## src/rtl/divPkg.sv

```systemverilog
package divPkg;
  // Strobes the control side hands to the top
  typedef struct packed {
    logic outValid;
  } divCtl_t;
endpackage

```

## src/rtl/divStage.sv

```systemverilog
module divStage #(
  parameter int W = 5,
  parameter int M = 4
) (
  input  logic [W-1:0] minuend,
  input  logic [M-1:0] divisor,
  output logic         geFlag,
  output logic [W-1:0] rest
);
  logic [W-1:0] divExt;
  logic [W:0]   total;

  always_comb begin
    divExt = W'(divisor);
    // subtraction as minuend + not(divisor) + 1; the carry-out means minuend >= divisor
    total  = {1'b0, minuend} + {1'b0, ~divExt} + (W+1)'(1);
    geFlag = total[W];
    rest   = geFlag ? total[W-1:0] : minuend;
  end
endmodule

```

## src/rtl/divDatapath.sv

```systemverilog
module divDatapath #(
  parameter int N = 8,
  parameter int M = 4
) (
  input  logic         clk,
  input  logic [N-1:0] dividend,
  input  logic [M-1:0] divisor,
  output logic [N-1:0] quotient,
  output logic [M-1:0] remainder,
  output logic [N-1:0] tailDividend,
  output logic [M-1:0] tailDivisor
);
  localparam int LAST = N - 1;

  logic [M-1:0] remReg [N];
  logic [M-1:0] divReg [N];
  logic [N-1:0] dvdReg [N];
  logic [N-1:0] qReg   [N];

  for (genvar i = 0; i < N; i++) begin : gStage
    localparam int W = (i < M) ? M : M + 1;
    logic [M-1:0] prevRem;
    logic [M-1:0] prevDiv;
    logic [N-1:0] prevDvd;
    logic [N-1:0] prevQ;
    logic [W-1:0] minuend;
    logic [W-1:0] rest;
    logic         geFlag;

    if (i == 0) begin : gHead
      assign prevRem = '0;
      assign prevDiv = divisor;
      assign prevDvd = dividend;
      assign prevQ   = '0;
    end else begin : gBody
      assign prevRem = remReg[i-1];
      assign prevDiv = divReg[i-1];
      assign prevDvd = dvdReg[i-1];
      assign prevQ   = qReg[i-1];
    end

    if (W == M) begin : gNarrow
      assign minuend = {prevRem[M-2:0], prevDvd[N-1-i]};
    end else begin : gWide
      assign minuend = {prevRem, prevDvd[N-1-i]};
    end

    divStage #(.W(W), .M(M)) uStage (
      .minuend(minuend),
      .divisor(prevDiv),
      .geFlag (geFlag),
      .rest   (rest)
    );

    always_ff @(posedge clk) begin
      remReg[i] <= rest[M-1:0];
      divReg[i] <= prevDiv;
      dvdReg[i] <= prevDvd;
      qReg[i]   <= {prevQ[N-2:0], geFlag};
    end
  end

  assign quotient     = qReg[LAST];
  assign remainder    = remReg[LAST];
  assign tailDividend = dvdReg[LAST];
  assign tailDivisor  = divReg[LAST];
endmodule

```

## src/rtl/divValidCtl.sv

```systemverilog
module divValidCtl #(
  parameter int N = 8
) (
  input  logic            clk,
  input  logic            resetN,
  input  logic            enable,
  output divPkg::divCtl_t ctl
);
  logic [N-1:0] flagChain;

  always_ff @(posedge clk or negedge resetN) begin
    if (!resetN) flagChain <= '0;
    else         flagChain <= {flagChain[N-2:0], enable};
  end

  always_comb ctl.outValid = flagChain[N-1];
endmodule

```

## src/rtl/pipeDivider.sv

```systemverilog
module pipeDivider #(
  parameter int N = 8,
  parameter int M = 4
) (
  input  logic         clk,
  input  logic         resetN,
  input  logic         enable,
  input  logic [N-1:0] dividend,
  input  logic [M-1:0] divisor,
  output logic [N-1:0] quotient,
  output logic [M-1:0] remainder,
  output logic         resultValid
);
  divPkg::divCtl_t ctl;
  logic [N-1:0]    tailDividend;
  logic [M-1:0]    tailDivisor;

  divValidCtl #(.N(N)) uCtl (
    .clk   (clk),
    .resetN(resetN),
    .enable(enable),
    .ctl   (ctl)
  );

  divDatapath #(.N(N), .M(M)) uPath (
    .clk         (clk),
    .dividend    (dividend),
    .divisor     (divisor),
    .quotient    (quotient),
    .remainder   (remainder),
    .tailDividend(tailDividend),
    .tailDivisor (tailDivisor)
  );

  assign resultValid = ctl.outValid;
endmodule

```

## config.mk

```make
export PLATFORM = sky130hd
export DESIGN_NAME = pipeDivider
export DESIGN_NICKNAME = d
export VERILOG_FILES = /design/src/rtl/divPkg.sv /design/src/rtl/divStage.sv /design/src/rtl/divDatapath.sv /design/src/rtl/divValidCtl.sv /design/src/rtl/pipeDivider.sv
export SDC_FILE = /design/constraint.sdc
export NUM_CORES = 1
export LEC_CHECK = 0
export BUFFER_PORTS_ARGS = -buffer_cell sky130_fd_sc_hd__buf_4
export CAP_MARGIN = 20
export CORE_UTILIZATION = 62
export DETAILED_ROUTE_END_ITERATION = 16
export MAX_ROUTING_LAYER = met4
export PLACE_DENSITY = 0.83
export SLEW_MARGIN = 20
export SYNTH_ARGS = -nofsm -noshare
export SYNTH_HDL_FRONTEND = slang
export SYNTH_SLANG_ARGS = --single-unit
```

## constraint.sdc

```tcl
create_clock -name clk -period 4.42 [get_ports clk]
set_clock_uncertainty 0.05 [all_clocks]
set_input_delay 0.221 -clock clk [delete_from_list [all_inputs] [get_ports clk]]
set_output_delay 0.221 -clock clk [all_outputs]
set_load 0.02 [all_outputs]
```

After elaboration in Yosys (flattened, before gate mapping)
Memories as Yosys holds them, arrays and structs flattened.
Cells that the tools add are included.
- add/sub/neg operators: 16
- bitwise gates (word level): 8
- mux-type cells: 8
- operators by type and width (operator ; count):
    4-bit two-way mux ; 8
    5-bit by 5-bit adder with 6-bit output ; 4
    6-bit by 1-bit adder with 6-bit output, second input constant ; 4
    5-bit by 1-bit adder with 5-bit output, second input constant ; 4
    4-bit NOT with 5-bit output ; 4
    4-bit NOT ; 4
    4-bit by 4-bit adder with 5-bit output ; 3
    1-bit by 4-bit adder with 5-bit output ; 1
- memories: 4
- bits of input ports: 15
- bits in writable memories: 192
- output and inout bits: 13
- flip-flop bits (word level): 8
- memories (name ; depth ; bits a word ; read ports ; clocked after memory_dff ; write ports ; line ; text):
    uPath.dvdReg ; 8 ; 8 ; 7 ; 0 ; 8 ; divDatapath.sv:17 ; logic [N-1:0] dvdReg [N];
    uPath.qReg ; 8 ; 8 ; 8 ; 0 ; 8 ; divDatapath.sv:18 ; logic [N-1:0] qReg [N];
    uPath.divReg ; 8 ; 4 ; 7 ; 0 ; 8 ; divDatapath.sv:16 ; logic [M-1:0] divReg [N];
    uPath.remReg ; 8 ; 4 ; 8 ; 0 ; 8 ; divDatapath.sv:15 ; logic [M-1:0] remReg [N];

Logic depth before layout (Yosys ltp)
Gate-level depths: netlist of the first run.
An unclocked memory read counts as a cell.
- depth in word-level cells: 5
- mapped depth: 8
- depth with buffers taken out: 8

By module
From an unflattened synthesis of the first run, not the netlist that was laid out.
- cell total of the unflattened synthesis: 395
- area total of the unflattened synthesis: 5316.3 µm²
- by module, submodules not included (module ; area each (µm²) ; instances ; cells each):
    divDatapath ; 3286.9 ; 1 ; 170
    divStage (uPath.gStage[0].uStage ...) ; 212.7 ; 4 ; 27
    divStage (uPath.gStage[4].uStage ...) ; 247.7 ; 3 ; 27
    divStage (uPath.gStage[7].uStage) ; 235.2 ; 1 ; 28
    divValidCtl ; 200.2 ; 1 ; 8

Worst setup path after synthesis of the first run
No wires, ideal clock.
- kind: reg2reg
- start: mem uPath.dvdReg[2][4], in the netlist uPath.dvdReg[0][20]
- end: mem uPath.remReg[3][1], in the netlist uPath.remReg[0][13]
- required time: 4.247 ns
- period minus slack after synthesis: 1.910 ns
- path buffers: 0
- cell stages (with the launch flop): 8
- setup time: 0.123 ns
- data arrival time: 1.737 ns
- slack: 2.510 ns
- cell sequence: dfxtp_1 > inv_1 > ha_1 > inv_1 > fa_1 > a21o_1 > a21oi_2 > mux2_1
- RTL lines (element ; line):
    from (decl) ; divDatapath.sv:17
    to (decl) ; divDatapath.sv:15

==> results.json, run 1 <==
{
  "first_pass_iters": 4,
  "dieArea_um2": 6680,
  "coreArea_um2": 6030,
  "cp-start-kind": "register",
  "p_sw_share_pct": 27.1,
  "num-nets-final": 401,
  "clock_latency_ns": 0.50,
  "place_congestion": 0.848,
  "r2r-start": "uPath.dvdReg[0][20]",
  "switchingPower_mw": 0.915,
  "ys_seq_elements": 129,
  "core.rowCount": 28,
  "synth_cells": 293,
  "antenna_found_initial": 0,
  "grt.busiest_layer": "met2",
  "fin_crit_sh_pct": 46.8,
  "design.portCount": 28,
  "cp-end-kind": "register",
  "clk_pin_slew_ns": 0.06,
  "area_growth_syn_to_layout_pct": 24.5,
  "use_met2_pct": 35.8,
  "cts_made_buffers": 17,
  "fin_ws_ns": 2.35,
  "vias": 2105,
  "r2r_end": "uPath.remReg[0][13]",
  "portBuffers": 27,
  "hp-class": "input port to asynchronous set/reset pin",
  "p_leak_nw": 2.26,
  "place_ws_ns": 2.38,
  "wire_per_inst_um": 12.1,
  "cts.path.max_buffers": 2,
  "viasPerCell": 4.79,
  "first_global_vias": 2234,
  "finalSetupViolCount": 0,
  "cts.sinks": 129,
  "cp.arrival_ns": 2.40,
  "p_seq_share_pct": 44.2,
  "seq_area_frac_synth_pct": 66.6,
  "synth_nets": 343,
  "required_ns": 4.75,
  "fill_cells": 329,
  "fmax_mhz": 484,
  "detail-route-antenna-nets": 0,
  "ir_worst_vdd_mv": 0.440,
  "cts_tree": "built",
  "drc_errors": 0,
  "grt_max_degree": 17,
  "reg2reg_slack_ns": 2.35,
  "p_clk_share_pct": 36.0,
  "whs_ns": 0.0169,
  "drtIter0Drc": 43,
  "crit_path_max_fanout": 8,
  "cts_max_level": 4,
  "crit_type": "register to register",
  "grtUsageTotal_pct": 19.6,
  "die_x_um": 81.7,
  "pwr-share-comb_pct": 19.8,
  "use_met3_pct": 7.33,
  "cts_setup_buffers": 0,
  "fin_tns_setup_ns": 0,
  "mappedNetlistArea_um2": 3940,
  "grt_first_pass_wirelength_um": 9000,
  "p_per_area_nw_per_um2": 690,
  "fp.dieH_um": 81.7,
  "drive_above_1_share_pct": 17.3,
  "avgSynthCellArea_um2": 13.4,
  "status": "finished, final reports clean",
  "layout_min_cycle_time_ns": 2.07,
  "yosysUniqueCellTypes": 27,
  "rsz0062_at_grt": "false",
  "overflow": 0,
  "clock-root-buffer": "clkbuf_8",
  "maxCapViolCount": 0,
  "hold_viol_final": 0,
  "post-dp-hpwl_um": 3300,
  "slew_viol_final": 0,
  "diodes": 0,
  "start_util_pct": 65.4,
  "drt-total-wl_um": 5320,
  "met1_usage_pct": 17.1,
  "synth_warnings": 0,
  "reg2reg_depth": 7,
  "p_int_mw": 2.47
}
[synthesized netlist by cell type]
master    number  area (um^2)
nor3_1         8         40.0
dfxtp_1      121         2420
ha_1          28          350
a21oi_2        1         8.76
nand2_1        3         11.3
o21ai_0        4         20.0
xor2_1         4         35.0
nand2b_1       3         18.8
nor4b_1        4         35.0
nor2b_1        6         37.5
xnor2_1        4         35.0
fa_1           7          140
a21oi_1        2         10.0
dfrtp_1        8          200
o21a_1         4         30.0
inv_1         41          154
o21ai_1        5         25.0
conb_1         1         3.75
and2_1         1         6.26
o31a_1         4         35.0
a21o_1         1         7.51
buf_2          2         10.0
nor3b_1        1         7.51
mux2i_1        8         80.1
mux2_1        11          124
nor3_4         4         65.1
nor2_1         7         26.3
[sequential cells by signal, summed over array words and instances, names as in the netlist]
name	flops
uPath.divReg	28
uCtl.flagChain	8
uPath.remReg	29
uPath.dvdReg	28
uPath.qReg	36
[power by group through the flow]
stage                     Sequential [mW]  Combinational [mW]  Clock (mW)
after floorplan                      1.55               0.444           0
after global placement               1.51               0.630           0
after detailed placement             1.52               0.657           0
after CTS                            1.50               0.680        1.24
after global routing                 1.52               0.749        1.30
final                                1.50               0.671        1.22
[worst max-delay path, stage by stage, from the launching register on]
cell,delay [ns]
dfxtp_1,0.31
inv_1,0.06
ha_1,0.16
inv_1,0.06
fa_1,0.45
a21o_1,0.19
a21oi_2,0.30
mux2_1,0.37
[metal layers]
layer	vias to the layer above	routed length [um]	share of wire, %
li1	1068	-	-
met5	-	0	0
met4	0	148	2.8
met3	15	207	3.9
met2	41	2930	55
met1	981	2030	38
[cells in the final DEF, fill, tap and decap left out, types with 5 or more instances in the layout]
cell type      Yosys  routed
dlygate4sd3_1      0      14
mux2i_1            8       8
o21ai_1            5       5
nor3_1             8       8
inv_1             41      41
fa_1               7       7
nor2b_1            6       6
dfxtp_1          121     121
buf_4              0      27
nor2_1             7       7
clkbuf_16          0      16
ha_1              28      28
mux2_1            11      11
dfrtp_1            8       8
[timing repair]
action,CTS,global route
endpoints found under the hold margin,23,0
resized for setup,0,0
hold buffers,14,0
[area by class of cell]
cell class	instances	area (um^2)	share of cell area, %
inverter	41	154	3.14
clock buffer	21	459	9.36
multi-input combinational	121	1150	23.5
timing repair buffer	41	343	6.99
clock inverter	11	80.1	1.63
sequential	129	2620	53.5
tap	75	93.8	1.91
[worst max path at each step]
stage / startpoint / endpoint / slack [ns]
3_3_place_gp: uPath.dvdReg[0][20] / uPath.remReg[0][13] / 2.46
6_report: uPath.dvdReg[0][20] / uPath.remReg[0][13] / 2.35
3_5_place_dp: uPath.dvdReg[0][20] / uPath.remReg[0][13] / 2.38
5_1_grt: uPath.dvdReg[0][20] / uPath.remReg[0][13] / 2.23
2_1_floorplan: uPath.dvdReg[0][20] / uPath.remReg[0][13] / 2.51
4_1_cts: uPath.dvdReg[0][20] / uPath.remReg[0][13] / 2.34
[metrics by stage]
step / cells / cell area, um^2 / total power, mW / utilization, %
after floorplan: 293 / 3940 / 1.99 / -
after global placement: 393 / 4230 / 2.14 / 70.1
after detailed placement: 393 / 4230 / 2.17 / 70.1
after CTS: 439 / 4900 / 3.42 / 81.4
after global routing: 439 / 4900 / 3.57 / 81.4
final: 439 / 4900 / 3.38 / 81.4
[cells by family after synthesis]
group                      Yosys count  synth area share (%)
DFF                                129                  66.6
buffers and inverters               43                  4.16
and+or+nand+nor                     37                  6.29
adders and majority gates           35                  12.5
AOI/OAI and AO/OA                   21                  3.46
muxes                               19                  5.18
xor gates and xnor gates             8                  1.78
other                                1                0.0952
(Power assumes the default switching activity.)
==> inputs of run 2 (changes only) <==
--- a/config.mk
+++ b/config.mk
@@ -7,10 +7,10 @@
 export LEC_CHECK = 0
 export BUFFER_PORTS_ARGS = -buffer_cell sky130_fd_sc_hd__buf_4
 export CAP_MARGIN = 20
-export CORE_UTILIZATION = 62
+export CORE_UTILIZATION = 52
 export DETAILED_ROUTE_END_ITERATION = 16
 export MAX_ROUTING_LAYER = met4
-export PLACE_DENSITY = 0.83
+export PLACE_DENSITY = 0.74
 export SLEW_MARGIN = 20
 export SYNTH_ARGS = -nofsm -noshare
 export SYNTH_HDL_FRONTEND = slang
==> constraint.sdc (replaced) <==
create_clock -name clk -period 1.85 [get_ports clk]
set_clock_uncertainty 0.05 [all_clocks]
set_input_delay 0.0925 -clock clk [delete_from_list [all_inputs] [get_ports clk]]
set_output_delay 0.0925 -clock clk [all_outputs]
set_load 0.02 [all_outputs]
==> run 2 against run 1 <==
Worst setup slack worse by 2.4 ns. Global-route usage decreased by 3.7 points. First-iteration DRC count decreased by 2.3%. Largest power group unchanged. Flip-flop and latch count did not move. The flow now finishes with violations (negative setup slack). Die area rose by 19%. Total power rose to 2.6 times the previous value. Worst hold slack improved by 0.16 ns. Routed wire length is 5.3% higher. Largest cell class unchanged.
==> results.json, run 2 (synthesized netlist as in run 1, its figures left out) <==
{
  "fin_ws_ns": -0.0678,
  "fmax_mhz": 521,
  "portBuffers": 27,
  "drive_above_1_share_pct": 26.6,
  "final_cell_mix": "dfxtp_1, buf_4, inv_1, ha_1, clkbuf_16",
  "p_seq_share_pct": 41.2,
  "cp_slowest_cell": "dfxtp_4",
  "grt_first_pass_wirelength_um": 8570,
  "cts_tree": "built",
  "post-dp-hpwl_um": 3410,
  "crit_type": "register to register",
  "hold_viol_final": 0,
  "p_per_area_nw_per_um2": 1690,
  "drt-total-wl_um": 5600,
  "clk_pin_slew_ns": 0.05,
  "cts.path.max_buffers": 2,
  "required_ns": 2.18,
  "first_global_vias": 2210,
  "pwr-share-comb_pct": 23.8,
  "slew_viol_final": 0,
  "detail-route-antenna-nets": 0,
  "wire_per_inst_um": 11.7,
  "status": "complete, but fails checks",
  "maxCapViolCount": 0,
  "crit_chain": "ha_4 > nor2b_4 > o31a_1 > nor3_4 > mux2_4",
  "first_pass_iters": 4,
  "cts_made_buffers": 17,
  "grt_max_degree": 17,
  "layout_min_cycle_time_ns": 1.92,
  "finalSetupViolCount": 3,
  "core.rowCount": 31,
  "fp.dieH_um": 89.0,
  "crit_path_max_fanout": 4,
  "cpPeakStageDelay_ns": 0.36,
  "mostFrequentLayoutCell": "dfxtp_1",
  "coreArea_um2": 7290,
  "dieArea_um2": 7930,
  "violations": "negative setup slack",
  "p_int_mw": 6.49,
  "largest_reg_flops": 36,
  "largest-register": "uPath.qReg",
  "clock_latency_ns": 0.50,
  "p_sw_share_pct": 26.2,
  "vias": 2168,
  "num-nets-final": 417,
  "whs_ns": 0.175,
  "rsz0062_at_grt": "true",
  "viasPerCell": 4.53,
  "switchingPower_mw": 2.30,
  "antenna_found_initial": 0,
  "ir_worst_vdd_mv": 0.788,
  "diodes": 0,
  "cp-start-kind": "register",
  "place_congestion": 0.718,
  "drtIter0Drc": 42,
  "place_ws_ns": -0.0246,
  "fill_cells": 494,
  "clock-root-buffer": "clkbuf_8",
  "power_mw": 8.79,
  "cp-end-kind": "register",
  "cts.sinks": 129,
  "p_leak_nw": 2.39,
  "overflow": 0,
  "cts_max_level": 4,
  "fin_crit_sh_pct": 104,
  "grtUsageTotal_pct": 15.9,
  "area_growth_syn_to_layout_pct": 32.2,
  "drc_errors": 0,
  "design.portCount": 28,
  "p_clk_share_pct": 34.9,
  "cp.arrival_ns": 2.25,
  "top_regs": "uPath.qReg x36, uPath.remReg x29",
  "hp-class": "input port to register",
  "start_util_pct": 54.0,
  "die_x_um": 89.0
}
## run 2: path summary, 6_finish.rpt
kind,from,to,slack [ns],cells past startpoint
setup / recovery,uPath.remReg[0][12],uPath.remReg[1][2],-0.07,5
hold / removal,dividend[5],uPath.dvdReg[0][5],0.18,2
min in group asynchronous,resetN,uCtl.flagChain[7],0.54,3
setup reg to reg,uPath.remReg[0][12],uPath.remReg[1][2],-0.07,5
hold reg to reg,uPath.dvdReg[1][1],uPath.dvdReg[1][9],0.27,0
max in group asynchronous,resetN,uCtl.flagChain[0],0.96,3
## run 2: what timing repair did
item / CTS / global route
setup endpoints to repair: 3 / 12
pin swaps: 1 / 7
cloned: 0 / 0
endpoints found under the hold margin: 23 / 0
hold buffers: 15 / 0
setup buffers: 1 / 7
gates resized for setup: 1 / 30
## run 2: critical path, delay by kind of cell (launching register included)
| kind | cells | cell delay, ns |
|---|---|---|
| flip-flops | 1 | 0.36 |
| AND/OR/NAND/NOR | 2 | 0.46 |
| AO/OA/AOI/OAI | 1 | 0.34 |
| multiplexers | 1 | 0.36 |
| adder cells (fa/ha/maj) | 1 | 0.22 |
## run 2: through the flow
step	TNS [ns]	util, %	cell area [um^2]	cells
final	-0.120	71.4	5210	479
after global routing	-0.484	71.4	5210	479
after CTS	-0.00912	69.1	5040	472
after detailed placement	-0.0246	59.2	4320	424
after global placement	0	59.2	4320	424
after floorplan	0	-	3950	293
## run 2: power groups by stage
stage	registers [mW]	logic, mW	clock network (mW)
after floorplan	3.70	1.07	0
after global placement	3.61	1.62	0
after detailed placement	3.64	1.68	0
after CTS	3.59	1.76	3.13
after global routing	3.68	2.28	3.29
final	3.62	2.10	3.07
## run 2: final cells by class
| cell class | instances | area (um^2) | share of cell area, % |
|---|---|---|---|
| clock buffer | 22 | 453 | 8.70 |
| clock inverter | 10 | 110 | 2.11 |
| inverter | 41 | 154 | 2.95 |
| multi-input combinational | 121 | 1260 | 24.3 |
| sequential | 129 | 2640 | 50.6 |
| tap | 99 | 124 | 2.38 |
| timing repair buffer | 57 | 469 | 9.01 |
## run 2: per-layer routing
metal  track usage (%)  wire length (um)  share of wire, %  vias to the layer above
met2              31.5              3300                59                       39
li1                  -                 -                 -                     1098
met4              6.93                80               1.4                        0
met1              11.0              1990                36                     1021
met5                 -                 0                 0                        -
met3              8.59               221               3.9                       10
==> inputs of run 3 (changes only) <==
--- a/config.mk
+++ b/config.mk
@@ -5,6 +5,7 @@
 export SDC_FILE = /design/constraint.sdc
 export NUM_CORES = 1
 export LEC_CHECK = 0
+export ABC_AREA = 1
 export BUFFER_PORTS_ARGS = -buffer_cell sky130_fd_sc_hd__buf_4
 export CAP_MARGIN = 20
 export CORE_UTILIZATION = 52
==> run 3 against run 2 <==
The run now ends clean. Critical path depth is the same. Register-to-register slack gained 0.27 ns. Total power shrank 1.8%. Flip-flop and latch count is the same. Worst hold slack gained 0.010 ns. Global-route usage grew 0.95 points. Utilization shrank 2.5 points. Combinational power shrank 6%. First-iteration DRC count grew 2.4%. Synthesized area grew 3.9%. Sequential power is essentially flat. Clock power is essentially flat. Critical endpoint is now uPath.remReg[0][5]. Largest cell class unchanged.
==> results.json, run 3 <==
{
  "post-route-util_pct": 68.9,
  "ir_worst_vdd_mv": 0.856,
  "synth_common_cells": "dfxtp_1, nand2_1, inv_1, ha_1, nor2_1",
  "crit_path_max_fanout": 7,
  "crit_chain": "inv_1 > ha_1 > fa_1 > o21ai_2 > o21ai_0",
  "fin_ws_ns": 0.206,
  "top_regs": "uPath.qReg x36, uPath.remReg x29",
  "first_global_vias": 2493,
  "rsz0062_at_grt": "false",
  "clk_pin_slew_ns": 0.06,
  "cts_setup_buffers": 0,
  "post-dp-hpwl_um": 3810,
  "reg2reg_slack_ns": 0.21,
  "cts.path.max_buffers": 2,
  "start_util_pct": 55.0,
  "portBuffers": 27,
  "fin_cells": 539,
  "hold_viol_final": 0,
  "coreArea_um2": 7450,
  "synth_cells": 366,
  "mappedNetlistArea_um2": 4090,
  "whs_ns": 0.185,
  "fmax_mhz": 608,
  "p_clk_share_pct": 35.4,
  "drt-total-wl_um": 5820,
  "synthXorXnorAreaFrac_pct": 1.50,
  "path_depth": 5,
  "power_mw": 8.64,
  "p_leak_nw": 2.49,
  "ys.flop_type": "dfxtp_1",
  "cp.arrival_ns": 1.97,
  "switchingPower_mw": 2.54,
  "min_delay_path_depth": 2,
  "synth_edf_count": 0,
  "die_x_um": 90.7,
  "final_cell_mix": "dfxtp_1, nand2_1, inv_1, ha_1, buf_4",
  "yosysUniqueCellTypes": 26,
  "clock-root-buffer": "clkbuf_8",
  "largest_reg_flops": 36,
  "layout_min_cycle_time_ns": 1.64,
  "synth_warnings": 0,
  "diodes": 0,
  "antenna_found_initial": 0,
  "dp.cells": 492,
  "drive_above_1_share_pct": 18.2,
  "synth_top_family_by_area": "simple AND/OR/NAND/NOR gates",
  "core.rowCount": 31,
  "reg2reg_depth": 5,
  "p_per_area_nw_per_um2": 1680,
  "grtUsageTotal_pct": 16.9,
  "post_synth_main_area_contributors": "dfxtp_1, ha_1, nand2_1",
  "fin_crit_sh_pct": 88.9,
  "finalSetupViolCount": 0,
  "synth_compound_area_share_pct": 2.81,
  "p_seq_share_pct": 41.8,
  "hold_path_end": "uPath.dvdReg[0][5]",
  "clock_latency_ns": 0.50,
  "maxCapViolCount": 0,
  "cts_made_buffers": 17,
  "synth_nets": 416,
  "mostFrequentLayoutCell": "dfxtp_1",
  "ctsResizeCount": 0,
  "drc_errors": 0,
  "wire_per_inst_um": 10.8,
  "first_pass_iters": 4,
  "status": "finished, final reports clean",
  "drtIter0Drc": 43,
  "slew_viol_final": 0,
  "synthSimpleGateAreaFrac_pct": 13.9,
  "fp.dieH_um": 90.7,
  "min_from": "dividend[5]",
  "cp-end-kind": "register",
  "cts_tree": "built",
  "grt_first_pass_wirelength_um": 10400,
  "dpl_cell_area_um2": 4420,
  "synthArstFlopShare_pct": 6.20,
  "num-nets-final": 477,
  "place_ws_ns": 0.220,
  "design.portCount": 28,
  "cpPeakStageDelay_ns": 0.48,
  "viasPerCell": 4.48,
  "dieArea_um2": 8230,
  "synth_largest_area_cell": "dfxtp_1",
  "yosysMostFrequentCell": "dfxtp_1",
  "hp-class": "input port to register",
  "area_growth_syn_to_layout_pct": 25.4,
  "crit_type": "register to register",
  "final_cell_area_um2": 5130,
  "synth_top_area_share_pct": 59.2,
  "p_sw_share_pct": 29.4,
  "cp_slowest_cell": "fa_1",
  "required_ns": 2.18,
  "ys_seq_elements": 129,
  "place_congestion": 0.832,
  "avgSynthCellArea_um2": 11.2,
  "detail-route-antenna-nets": 0,
  "crit_family": "adder cells",
  "r2r-start": "uPath.dvdReg[0][6]",
  "pwr-share-comb_pct": 22.8,
  "r2r_end": "uPath.remReg[0][5]",
  "cp-start-kind": "register",
  "crit_buf_inv": 1,
  "muxShareOfSynthArea_pct": 0,
  "overflow": 0,
  "fin_tns_setup_ns": 0,
  "p_int_mw": 6.10,
  "cts.sinks": 129,
  "largest-register": "uPath.qReg",
  "seq_area_frac_synth_pct": 64.1,
  "vias": 2415,
  "cts_max_level": 4,
  "synthAdderAreaFrac_pct": 12.0,
  "grt_max_degree": 17
}
-- run 3: worst max path at each step --
stage / slack [ns] / start / endpoint
after floorplan: 0.37 / uPath.dvdReg[0][6] / uPath.remReg[0][4]
after global placement: 0.33 / uPath.dvdReg[0][6] / uPath.remReg[0][6]
after detailed placement: 0.22 / uPath.dvdReg[0][6] / uPath.remReg[0][5]
after CTS: 0.21 / uPath.dvdReg[0][6] / uPath.remReg[0][5]
after global routing: 0.1 / uPath.dvdReg[0][6] / uPath.remReg[0][6]
final: 0.21 / uPath.dvdReg[0][6] / uPath.remReg[0][5]
-- run 3: logic make-up (layout without fill, tap and decap cells) --
family,Yosys count,after routing
flops,129,129
fa+ha+maj,35,35
simple gates,113,113
compound gates,20,20
xor+xnor,7,7
buf+inv,61,135
other cells,1,1
-- run 3: power by group through the flow --
stage	logic (mW)	clock network, mW	registers [mW]
after floorplan	1.33	0	3.74
after global placement	1.83	0	3.65
after CTS	1.98	3.11	3.63
after detailed placement	1.91	0	3.68
final	1.97	3.05	3.61
after global routing	2.23	3.26	3.68
-- run 3: area by class of cell --
class	count	area (um^2)
sequential	129	2620
fill	556	2310
multi-input combinational	176	1240
clock buffer	19	422
timing repair buffer	42	353
inverter	61	229
clock inverter	13	141
tap	99	124
-- run 3: routing by layer --
metal,share of wire (%),up-vias,track usage (%)
li1,-,1251,-
met1,41,1111,16.1
met2,54,40,29.7
met3,3.2,13,6.06
met4,2.3,0,8.74
met5,0,-,-
-- run 3: timing repair --
item | in CTS | in global routing
setup endpoints to repair | 0 | 0
hold endpoints to repair | 23 | 0
hold buffers | 15 | 0
